$ cat src/rtl/vxs_pkg.sv
`timescale 1ns/1ps
// Package: shared types and helpers for the vertical row-transfer sequencer.
// Assumes one level vector carries every driven clock, ordered V1,V2,V3,TG,H1.
package vxs_pkg;

    // Levels of all driven clocks at one point in the sequence
    typedef struct packed {
        logic v1;
        logic v2;
        logic v3;
        logic tg;
        logic h1;
    } vxs_lvl_t;

    // Width of the step index (up to 16 steps)
    localparam int STEP_W = 4;

    // Idle (integration) levels for the given mode
    function automatic vxs_lvl_t vxs_idle(input logic mpp);
        return mpp ? 5'b00001 : 5'b11001;
    endfunction

    // Nanoseconds to clock ticks, rounded up
    function automatic int unsigned vxs_ns2tick(input int unsigned ns, input int unsigned mhz);
        return (ns * mhz + 999) / 1000;
    endfunction

    // Larger of two values
    function automatic int unsigned vxs_max(input int unsigned a, input int unsigned b);
        return (a > b) ? a : b;
    endfunction

endpackage

$ cat src/rtl/vxs_edge_table.sv
`timescale 1ns/1ps
// Module: edge table. For a mode and a step index, returns the clock levels
// after that step, the gap in ticks to the following step, and whether it is
// the final step. Purely combinational.
// Assumes every gap parameter is at least 1 tick and fits in CNT_W bits.
module vxs_edge_table
    import vxs_pkg::*;
#(
    parameter int CNT_W   = 11,
    parameter int G_BASE  = 520,
    parameter int G_LONG  = 1040,
    parameter int G_SHORT = 280,
    parameter int G_MPP   = 560,
    parameter int G_TG    = 920
) (
    input  logic              mpp_i,
    input  logic [STEP_W-1:0] idx_i,
    output vxs_lvl_t          lvl_o,
    output logic [CNT_W-1:0]  gap_o,
    output logic              last_o
);

    int gap;

    // Look up the step entry of the selected ordering
    always_comb begin
        lvl_o  = vxs_idle(mpp_i);
        gap    = G_BASE;
        last_o = 1'b0;
        if (!mpp_i) begin
            case (idx_i)
                4'd0: begin lvl_o = 5'b11010; gap = G_BASE;  end
                4'd1: begin lvl_o = 5'b01010; gap = G_BASE;  end
                4'd2: begin lvl_o = 5'b01110; gap = G_BASE;  end
                4'd3: begin lvl_o = 5'b00110; gap = G_LONG;  end
                4'd4: begin lvl_o = 5'b10110; gap = G_SHORT; end
                4'd5: begin lvl_o = 5'b10010; gap = G_SHORT; end
                4'd6: begin lvl_o = 5'b11010; gap = G_TG;    end
                4'd7: begin lvl_o = 5'b11000; gap = G_BASE;  end
                4'd8: begin lvl_o = 5'b11001; last_o = 1'b1; end
                default: ;
            endcase
        end else begin
            case (idx_i)
                4'd0: begin lvl_o = 5'b00010; gap = G_BASE;  end
                4'd1: begin lvl_o = 5'b01010; gap = G_LONG;  end
                4'd2: begin lvl_o = 5'b01110; gap = G_BASE;  end
                4'd3: begin lvl_o = 5'b00110; gap = G_BASE;  end
                4'd4: begin lvl_o = 5'b10110; gap = G_MPP;   end
                4'd5: begin lvl_o = 5'b10010; gap = G_TG;    end
                4'd6: begin lvl_o = 5'b00000; gap = G_BASE;  end
                4'd7: begin lvl_o = 5'b00001; last_o = 1'b1; end
                default: ;
            endcase
        end
    end

    assign gap_o = CNT_W'(gap);

endmodule

$ cat src/rtl/vxs_gap_timer.sv
`timescale 1ns/1ps
// Module: gap timer. A down-counter that loads a value and counts to zero,
// then stays there. zero_o is high whenever the count is zero.
// Assumes a load of N makes zero_o rise N cycles later.
module vxs_gap_timer #(
    parameter int CNT_W = 11
) (
    input  logic             clk,
    input  logic             rst_n,
    input  logic             load_i,
    input  logic [CNT_W-1:0] val_i,
    output logic             zero_o
);

    logic [CNT_W-1:0] cnt_q;

    // Load or count down toward zero
    always_ff @(posedge clk) begin
        if (!rst_n)              cnt_q <= '0;
        else if (load_i)         cnt_q <= val_i;
        else if (cnt_q != '0)    cnt_q <= cnt_q - 1'b1;
    end

    assign zero_o = (cnt_q == '0);

endmodule

$ cat src/rtl/vxs_seq.sv
`timescale 1ns/1ps
// Module: vertical row-transfer sequencer (top). Steps through the edge list
// of the mode latched at start, spacing edges by the gap timer, and pulses
// done when H1 returns high.
// Assumes start_i is synchronous; mpp_i is sampled while idle, and the mode
// shown on the idle outputs is the mode that the sequence uses.
module vxs_seq
    import vxs_pkg::*;
#(
    parameter int CLK_MHZ    = 200,
    parameter int T_BASE_NS  = 2600,
    parameter int T_LONG_NS  = 5200,
    parameter int T_SHORT_NS = 1400,
    parameter int T_MPP_NS   = 2800,
    parameter int T_TG_NS    = 4600
) (
    input  logic clk,
    input  logic rst_n,
    input  logic start_i,
    input  logic mpp_i,
    output logic v1_o,
    output logic v2_o,
    output logic v3_o,
    output logic tg_o,
    output logic h1_o,
    output logic done_o
);

    localparam int G_BASE  = vxs_ns2tick(T_BASE_NS,  CLK_MHZ);
    localparam int G_LONG  = vxs_ns2tick(T_LONG_NS,  CLK_MHZ);
    localparam int G_SHORT = vxs_ns2tick(T_SHORT_NS, CLK_MHZ);
    localparam int G_MPP   = vxs_ns2tick(T_MPP_NS,   CLK_MHZ);
    localparam int G_TG    = vxs_ns2tick(T_TG_NS,    CLK_MHZ);
    localparam int G_MAX   = vxs_max(vxs_max(G_BASE, G_LONG),
                                     vxs_max(vxs_max(G_SHORT, G_MPP), G_TG));
    localparam int CNT_W   = $clog2(G_MAX + 1);

    logic              busy_q;
    logic              mode_q;
    logic              done_q;
    logic [STEP_W-1:0] idx_q;
    vxs_lvl_t          lvl_q;

    vxs_lvl_t          tbl_lvl;
    logic [CNT_W-1:0]  tbl_gap;
    logic              tbl_last;
    logic              tmr_zero;
    logic              fire;
    logic              tmr_load;

    vxs_edge_table #(
        .CNT_W(CNT_W), .G_BASE(G_BASE), .G_LONG(G_LONG),
        .G_SHORT(G_SHORT), .G_MPP(G_MPP), .G_TG(G_TG)
    ) u_table (
        .mpp_i (mode_q),
        .idx_i (idx_q),
        .lvl_o (tbl_lvl),
        .gap_o (tbl_gap),
        .last_o(tbl_last)
    );

    // A step is due when running and the gap has elapsed
    assign fire     = busy_q && tmr_zero;
    assign tmr_load = (!busy_q && start_i) || (fire && !tbl_last);

    vxs_gap_timer #(.CNT_W(CNT_W)) u_timer (
        .clk   (clk),
        .rst_n (rst_n),
        .load_i(tmr_load),
        .val_i (tbl_gap - CNT_W'(1)),
        .zero_o(tmr_zero)
    );

    // Sequence control: idle tracking, start, step advance and done
    always_ff @(posedge clk) begin
        if (!rst_n) begin
            busy_q <= 1'b0;
            idx_q  <= '0;
            mode_q <= mpp_i;
            lvl_q  <= vxs_idle(mpp_i);
            done_q <= 1'b0;
        end else begin
            done_q <= 1'b0;
            if (!busy_q) begin
                if (start_i) begin
                    busy_q <= 1'b1;
                    lvl_q  <= tbl_lvl;
                    idx_q  <= STEP_W'(1);
                end else begin
                    mode_q <= mpp_i;
                    lvl_q  <= vxs_idle(mpp_i);
                end
            end else if (tmr_zero) begin
                lvl_q <= tbl_lvl;
                if (tbl_last) begin
                    busy_q <= 1'b0;
                    idx_q  <= '0;
                    done_q <= 1'b1;
                end else begin
                    idx_q <= idx_q + STEP_W'(1);
                end
            end
        end
    end

    assign v1_o   = lvl_q.v1;
    assign v2_o   = lvl_q.v2;
    assign v3_o   = lvl_q.v3;
    assign tg_o   = lvl_q.tg;
    assign h1_o   = lvl_q.h1;
    assign done_o = done_q;

endmodule

$ cat config.mk
export PLATFORM = sky130hd
export DESIGN_NAME = vxs_seq
export DESIGN_NICKNAME = d
export VERILOG_FILES = /design/src/rtl/vxs_pkg.sv /design/src/rtl/vxs_edge_table.sv /design/src/rtl/vxs_gap_timer.sv /design/src/rtl/vxs_seq.sv
export SDC_FILE = /design/constraint.sdc
export NUM_CORES = 1
export LEC_CHECK = 0
export ABC_AREA = 1
export BUFFER_PORTS_ARGS = -buffer_cell sky130_fd_sc_hd__buf_2
export CAP_MARGIN = 40
export CORE_MARGIN = 5
export CORE_UTILIZATION = 50
export CTS_CLUSTER_SIZE = 20
export DETAILED_ROUTE_END_ITERATION = 16
export PLACE_DENSITY_LB_ADDON = 0.25
export SYNTH_ARGS = -nofsm -noshare
export SYNTH_HDL_FRONTEND = slang
export SYNTH_SLANG_ARGS = --single-unit
$ cat constraint.sdc
create_clock -name clk -period 2.1 [get_ports clk]
set_clock_uncertainty 0.1 [all_clocks]
set_input_delay 0 -clock clk [delete_from_list [all_inputs] [get_ports clk]]
set_output_delay 0 -clock clk [all_outputs]
set_load 0.02 [all_outputs]
==> impl_metrics.toml, run 1 <==
[synth]
ys_warn_count = 0
synth-seq-cells = 23
syn_avg_cell_area_sq_um = 7.126
synthTopCellsByArea = "dfxtp_1 22%, edfxtp_1 11%, nand2_1 9.3%"
netlist.area_leader.share = 0.2171
yosysSeqAreaShare = 0.3320
syn_nets = 229
yosysMostFrequentCell = "nand2_1"
synth_edf_count = 6
synth-async-reset-ratio = 0
synthFlopType = "dfxtp_1"
synth_common_cells = "39 x nand2_1, 29 x inv_1, 26 x nor2_1, 20 x nand3_1"
syn_inst = 220
synth.largest_area_cell = "dfxtp_1"
synth.distinct_cells = 33
netlist_area_sq_mm = 0.001568

[detailed_routing]
firstDrtPassIters = 5
avgRoutedWirePerCell_microns = 12.33
ant_nets = 0
wl_microns = 3773
via_count = 1541
drc = 0
vias_per_cell = 5.036
dr.first_iter.drc_count = 120

[cts]
clkTransAtPathRegs_ns = 0.13
cts-root-buf = "clkbuf_4"
htreeDepth = 1
cts.sinks = 23
cts_tree = "built"
cts.path.max_buffers = 2
cts-buffers-inserted = 3
clk_latency_ns = 0.31

[timing]
fin_crit_ns = 2.125
fin_setup_tns_ns = -0.05869
tightestPinTransition_ns = 0.4266
whs_ns = 0.02266
hold_violations = 0
slew_viol_final = 0
relSlewSlack = 0.7156
setup_violations = 4
period_share = 1.012
worst_slack_ns = -0.02451
rsz0062_at_grt = "yes"
fmax_mhz = 470.7

[floorplan]
start_util = 0.5178
die_x_microns = 66.00
die_y_microns = 66.00
die_area_sq_mm = 0.004355
io_pins = 10
rows = 20
design.core.area_sq_mm = 0.003028

[power_and_ir_drop]
ir_worst_vdd_mv = 0.5198
power_mw = 1.857
p_sw_mw = 0.7936
clock_power_share = 0.113
sw_frac_of_total = 0.4274
p_comb_frac = 0.557
p_per_area_mw_per_mm2 = 916.2
p_leak_nw = 0.9524
seq_power_share = 0.329
p_int_mw = 1.063

[cells_and_area]
area_growth_syn_to_layout_pct = 29.29
layout.nets = 272
n_antenna_cell = 0
drive_gt1_frac = 0.3397

[global_route]
antenna_found_initial = 0
grtUsageTotal = 0.1859
grt_pass1_vias = 1443
grt_pass1_wl_microns = 6299
grt_max_degree = 13
grt-ovfl-total = 0

[outcome]
status = "finished, violations left"
violations = "negative setup slack"

[critical_path]
cp-start-kind = "flop"
cp.arrival_ns = 2.25
critPathMaxFanout = 7
worstPathRequired_ns = 2.23
worstSetupPathType = "flop to flop"
r2r_setup_slack_ns = -0.02
endpoint_kind = "flop"

[min_path]
worstHoldPathType = "input port to flop"

[placement]
dp_hpwl_microns = 2761
place.gp.congestion = 0.9198
port_buffers = 9
dpl_worst_slack_ns = -0.06864

[run]
maxCapViolations = 0
[timing repair]
item | in CTS | in global routing
pin swaps | 9 | 17
resized for setup | 8 | 15
hold buffers | 2 | 0
cloned | 0 | 0
buffers inserted | 2 | 6
hold endpoints to repair | 6 | 0
endpoints found under the setup margin | 8 | 9
[per-stage QoR]
step | cell area (sq um) | cells | util
after floorplan | 1587 | 220 | -
after global placement | 1838 | 292 | 0.6070
after detailed placement | 1838 | 292 | 0.6070
after CTS | 1927 | 300 | 0.6364
after global routing | 2027 | 306 | 0.6694
final | 2027 | 306 | 0.6694
[worst paths after layout]
kind              startpoint  depth (start not counted)          endpoint
setup / recovery    idx_q[1]                         17  u_timer.cnt_q[9]
hold / removal       start_i                          3              tg_o
setup reg to reg    idx_q[1]                         17  u_timer.cnt_q[9]
hold reg to reg     idx_q[3]                          2          idx_q[3]
[sequential cells by signal (all words and copies together), names as in the netlist]
name           cells
idx_q              4
v3_o               1
v2_o               1
h1_o               1
busy_q             1
mode_q             1
done_o             1
u_timer.cnt_q     11
tg_o               1
v1_o               1
[power by group through the flow]
stage | combinational, mW | sequential, mW | clock, mW
floorplan | 0.634 | 0.625 | 0
global placement | 0.878 | 0.618 | 0
detailed placement | 0.881 | 0.619 | 0
CTS | 0.923 | 0.610 | 0.221
global route | 1.16 | 0.620 | 0.240
finish | 1.03 | 0.611 | 0.211
[layout by cell type (no fill, tap or decap), types with 9 or more instances in the layout]
master / instances
dfxtp_1: 15
a21oi_1: 16
nand2_1: 32
nor2_1: 25
nand2_2: 12
buf_2: 9
nand3_1: 18
inv_1: 27
buf_4: 28
[cells by family after synthesis]
| group | count (synthesis) | synth area share |
|---|---|---|
| buffers and inverters | 37 | 0.09737 |
| xor gates and xnor gates | 3 | 0.01676 |
| DFF | 23 | 0.3320 |
| adders and majority gates | 5 | 0.03990 |
| AOI/OAI and AO/OA | 33 | 0.1189 |
| and+or+nand+nor | 119 | 0.3950 |
[metal layers]
layer	wire length (microns)	global-route usage	vias up	share of wire
li1	-	-	800	-
met1	1830	0.2545	690	0.49
met2	1694	0.2966	43	0.45
met3	176	0.02211	8	0.047
met4	72	0.07360	0	0.019
met5	0	0	-	0
[cell type report]
| cell class | instances | area (sq um) |
|---|---|---|
| fill | 254 | 1001 |
| timing repair buffer | 40 | 295.3 |
| sequential | 23 | 525.5 |
| tap | 44 | 55.05 |
| clock buffer | 4 | 26.28 |
| multi-input combinational | 160 | 988.4 |
| inverter | 35 | 136.4 |
[critical path: stages (launching register included)]
cell and delay, ns:
dfxtp_2 0.39, inv_2 0.06, ha_4 0.15, nand2_2 0.06
nor2_2 0.04, nand2_1 0.08, nand2_2 0.07, nor2_4 0.17
nand2_8 0.09, nand2_8 0.08, buf_12 0.12, nand2_4 0.05
nand2_4 0.08, nand2_4 0.07, nor2_4 0.15, nand3_2 0.10
nor2_1 0.13, nor2_2 0.04
Power figures use the tool's default switching activity.
==> run 2: changes to the inputs <==
CTS_CLUSTER_SIZE = 10   (was 20)
SYNTH_HIERARCHICAL = 1   (was unset)
==> impl_metrics.toml, run 2 <==
[outcome]
status = "completed"

[synth]
synth.largest_area_cell = "dfxtp_1"
synth_edf_count = 6
syn_avg_cell_area_sq_um = 6.430
syn_inst = 274
yosysSeqAreaShare = 0.2955
synth-async-reset-ratio = 0
synth_common_cells = "76 x nand2_1, 35 x inv_1, 35 x nor2_1, 21 x nand3_1, 17 x dfxtp_1"
netlist.area_leader.share = 0.1932
netlist_area_sq_mm = 0.001762
ys_warn_count = 6
synthTopCellsByArea = "dfxtp_1 19%, nand2_1 16%, edfxtp_1 10%"
synthFlopType = "dfxtp_1"
synth-seq-cells = 23
synth.distinct_cells = 35
yosysMostFrequentCell = "nand2_1"

[detailed_routing]
dr.first_iter.drc_count = 132
drc = 0
via_count = 1798
firstDrtPassIters = 4
wl_microns = 4042
vias_per_cell = 4.967
ant_nets = 0
avgRoutedWirePerCell_microns = 11.17

[cells_and_area]
final_cell_mix = "71 x nand2_1, 32 x nor2_1, 31 x inv_1"
largest_register_ff_count = 11
area_growth_syn_to_layout_pct = 26.63
layout.nets = 324
layout.cells.non_filler = 362
n_antenna_cell = 0
drive_gt1_frac = 0.2911
design_area_sq_mm = 0.002231
layout_commonest_cell = "nand2_1"
regMostFlops = "u_timer/cnt_q"
top_regs = "u_timer/cnt_q (11), idx_q (4)"

[placement]
port_buffers = 9
dpl_cell_area_sq_mm = 0.002042
dp.cells = 351
place.gp.congestion = 0.8486
dp_hpwl_microns = 3087

[floorplan]
start_util = 0.5238
io_pins = 10
die_y_microns = 69.36
design.core.area_sq_mm = 0.003363
die_area_sq_mm = 0.004811
die_x_microns = 69.36
rows = 21

[timing]
slew_viol_final = 0
rsz0062_at_grt = "yes"
period_share = 0.9759
fmax_mhz = 488.0
setup_violations = 0
fin_crit_ns = 2.049
hold_violations = 0

[global_route]
grt_pass1_vias = 1495
grtUsageTotal = 0.1587
antenna_found_initial = 0
grt-ovfl-total = 0
grt_pass1_wl_microns = 6458
grt_max_degree = 14

[power_and_ir_drop]
p_sw_mw = 0.9685
sw_frac_of_total = 0.4566
p_leak_nw = 1.075
p_per_area_mw_per_mm2 = 950.8
p_int_mw = 1.153
p_comb_frac = 0.606
seq_power_share = 0.298
power_mw = 2.121
ir_worst_vdd_mv = 0.3256
clock_power_share = 0.096

[critical_path]
cp-start-kind = "flop"
worstSetupPathType = "flop to flop"
worstPathRequired_ns = 2.24
endpoint_kind = "flop"
cp.arrival_ns = 2.19
critPathMaxFanout = 6

[cts]
cts_tree = "built"
cts.sinks = 23
cts-buffers-inserted = 3
cts.path.max_buffers = 2
clk_latency_ns = 0.30
cts-root-buf = "clkbuf_4"
htreeDepth = 1
clkTransAtPathRegs_ns = 0.13

[min_path]
worstHoldPathType = "input port to flop"

[run]
maxCapViolations = 0
-- run 2: changes by cell type in the layout (fill, tap and decap cells not counted), moves of 5 or more --
cell and change:
a21oi_1 -10, nand2_1 +39, nand2_2 -5, nand2_4 -5, nor2_1 +7, o21ai_1 +8
-- run 2: metal layers --
metal / vias up / GRT usage / part of all wire
met5: - / 0 / 0
met2: 32 / 0.2309 / 0.44
met4: 0 / 0.03905 / 0.0047
met3: 2 / 0.02464 / 0.044
met1: 815 / 0.2412 / 0.51
li1: 949 / - / -
-- run 2: power by group through the flow --
| stage | registers (mW) | logic, mW | clock network [mW] |
|---|---|---|---|
| floorplan | 0.657 | 0.779 | 0 |
| global placement | 0.632 | 1.08 | 0 |
| detailed placement | 0.636 | 1.10 | 0 |
| CTS | 0.626 | 1.11 | 0.214 |
| global route | 0.645 | 1.41 | 0.225 |
| finish | 0.632 | 1.29 | 0.203 |
-- run 2: worst paths after layout --
check / endpoint / startpoint / slack, ns / cells after the start
setup / recovery: u_timer/cnt_q[1] / u_timer/cnt_q[1] / 0.05 / 13
hold / removal: mode_q / mpp_i / 0.33 / 2
setup reg to reg: u_timer/cnt_q[1] / u_timer/cnt_q[1] / 0.05 / 13
hold reg to reg: idx_q[3] / idx_q[3] / 0.46 / 2
-- run 2: area by class of cell --
cell class	instances	area (sq um)
clock buffer	3	22.52
clock inverter	1	5.005
fill	313	1132
inverter	39	153.9
multi-input combinational	207	1142
sequential	23	534.3
tap	46	57.56
timing repair buffer	43	315.3
-- run 2: timing repair --
action,CTS,global route
resized for setup,2,40
hold buffers,3,0
endpoints found under the setup margin,5,11
buffers inserted,0,3
hold endpoints to repair,11,0
gates cloned,0,1
pin swaps,0,12
-- run 2: worst max-delay path, cell delays in order, from the launching register on --
cell and delay [ns]:
dfxtp_2 0.35, inv_2 0.06, ha_4 0.15, nand3_4 0.10, nor3_4 0.21, nand2_2 0.10, nor2_4 0.12, nand2_2 0.09
o22ai_4 0.21, buf_6 0.15, nand2_1 0.05, o21ai_0 0.07, nand2_1 0.09, a21oi_2 0.13
-- run 2: cells by family (layout without fill, tap and decap cells) --
family | count (synthesis) | count (layout) | synth area share
adders and majority gates | 3 | 3 | 0.02131
muxes | 1 | 1 | 0.005682
other | 1 | 4 | 0.002129
and+or+nand+nor | 157 | 157 | 0.4084
DFF | 23 | 23 | 0.2955
xor gates and xnor gates | 6 | 6 | 0.02983
buffers and inverters | 47 | 86 | 0.1172
AOI/OAI and AO/OA | 36 | 36 | 0.1200
-- run 2: stage by stage --
step / hold WS [ns] / util / setup slack [ns] / TNS [ns]
floorplan: -0.001131 / - / 0.01376 / 0
global placement: 0.09803 / 0.6071 / 0.02194 / 0
detailed placement: 0.1101 / 0.6071 / -0.04598 / -0.04598
CTS: 0.3107 / 0.6257 / 0.01411 / 0
global route: 0.3196 / 0.6633 / -0.01897 / -0.07922
finish: 0.3294 / 0.6633 / 0.05064 / 0
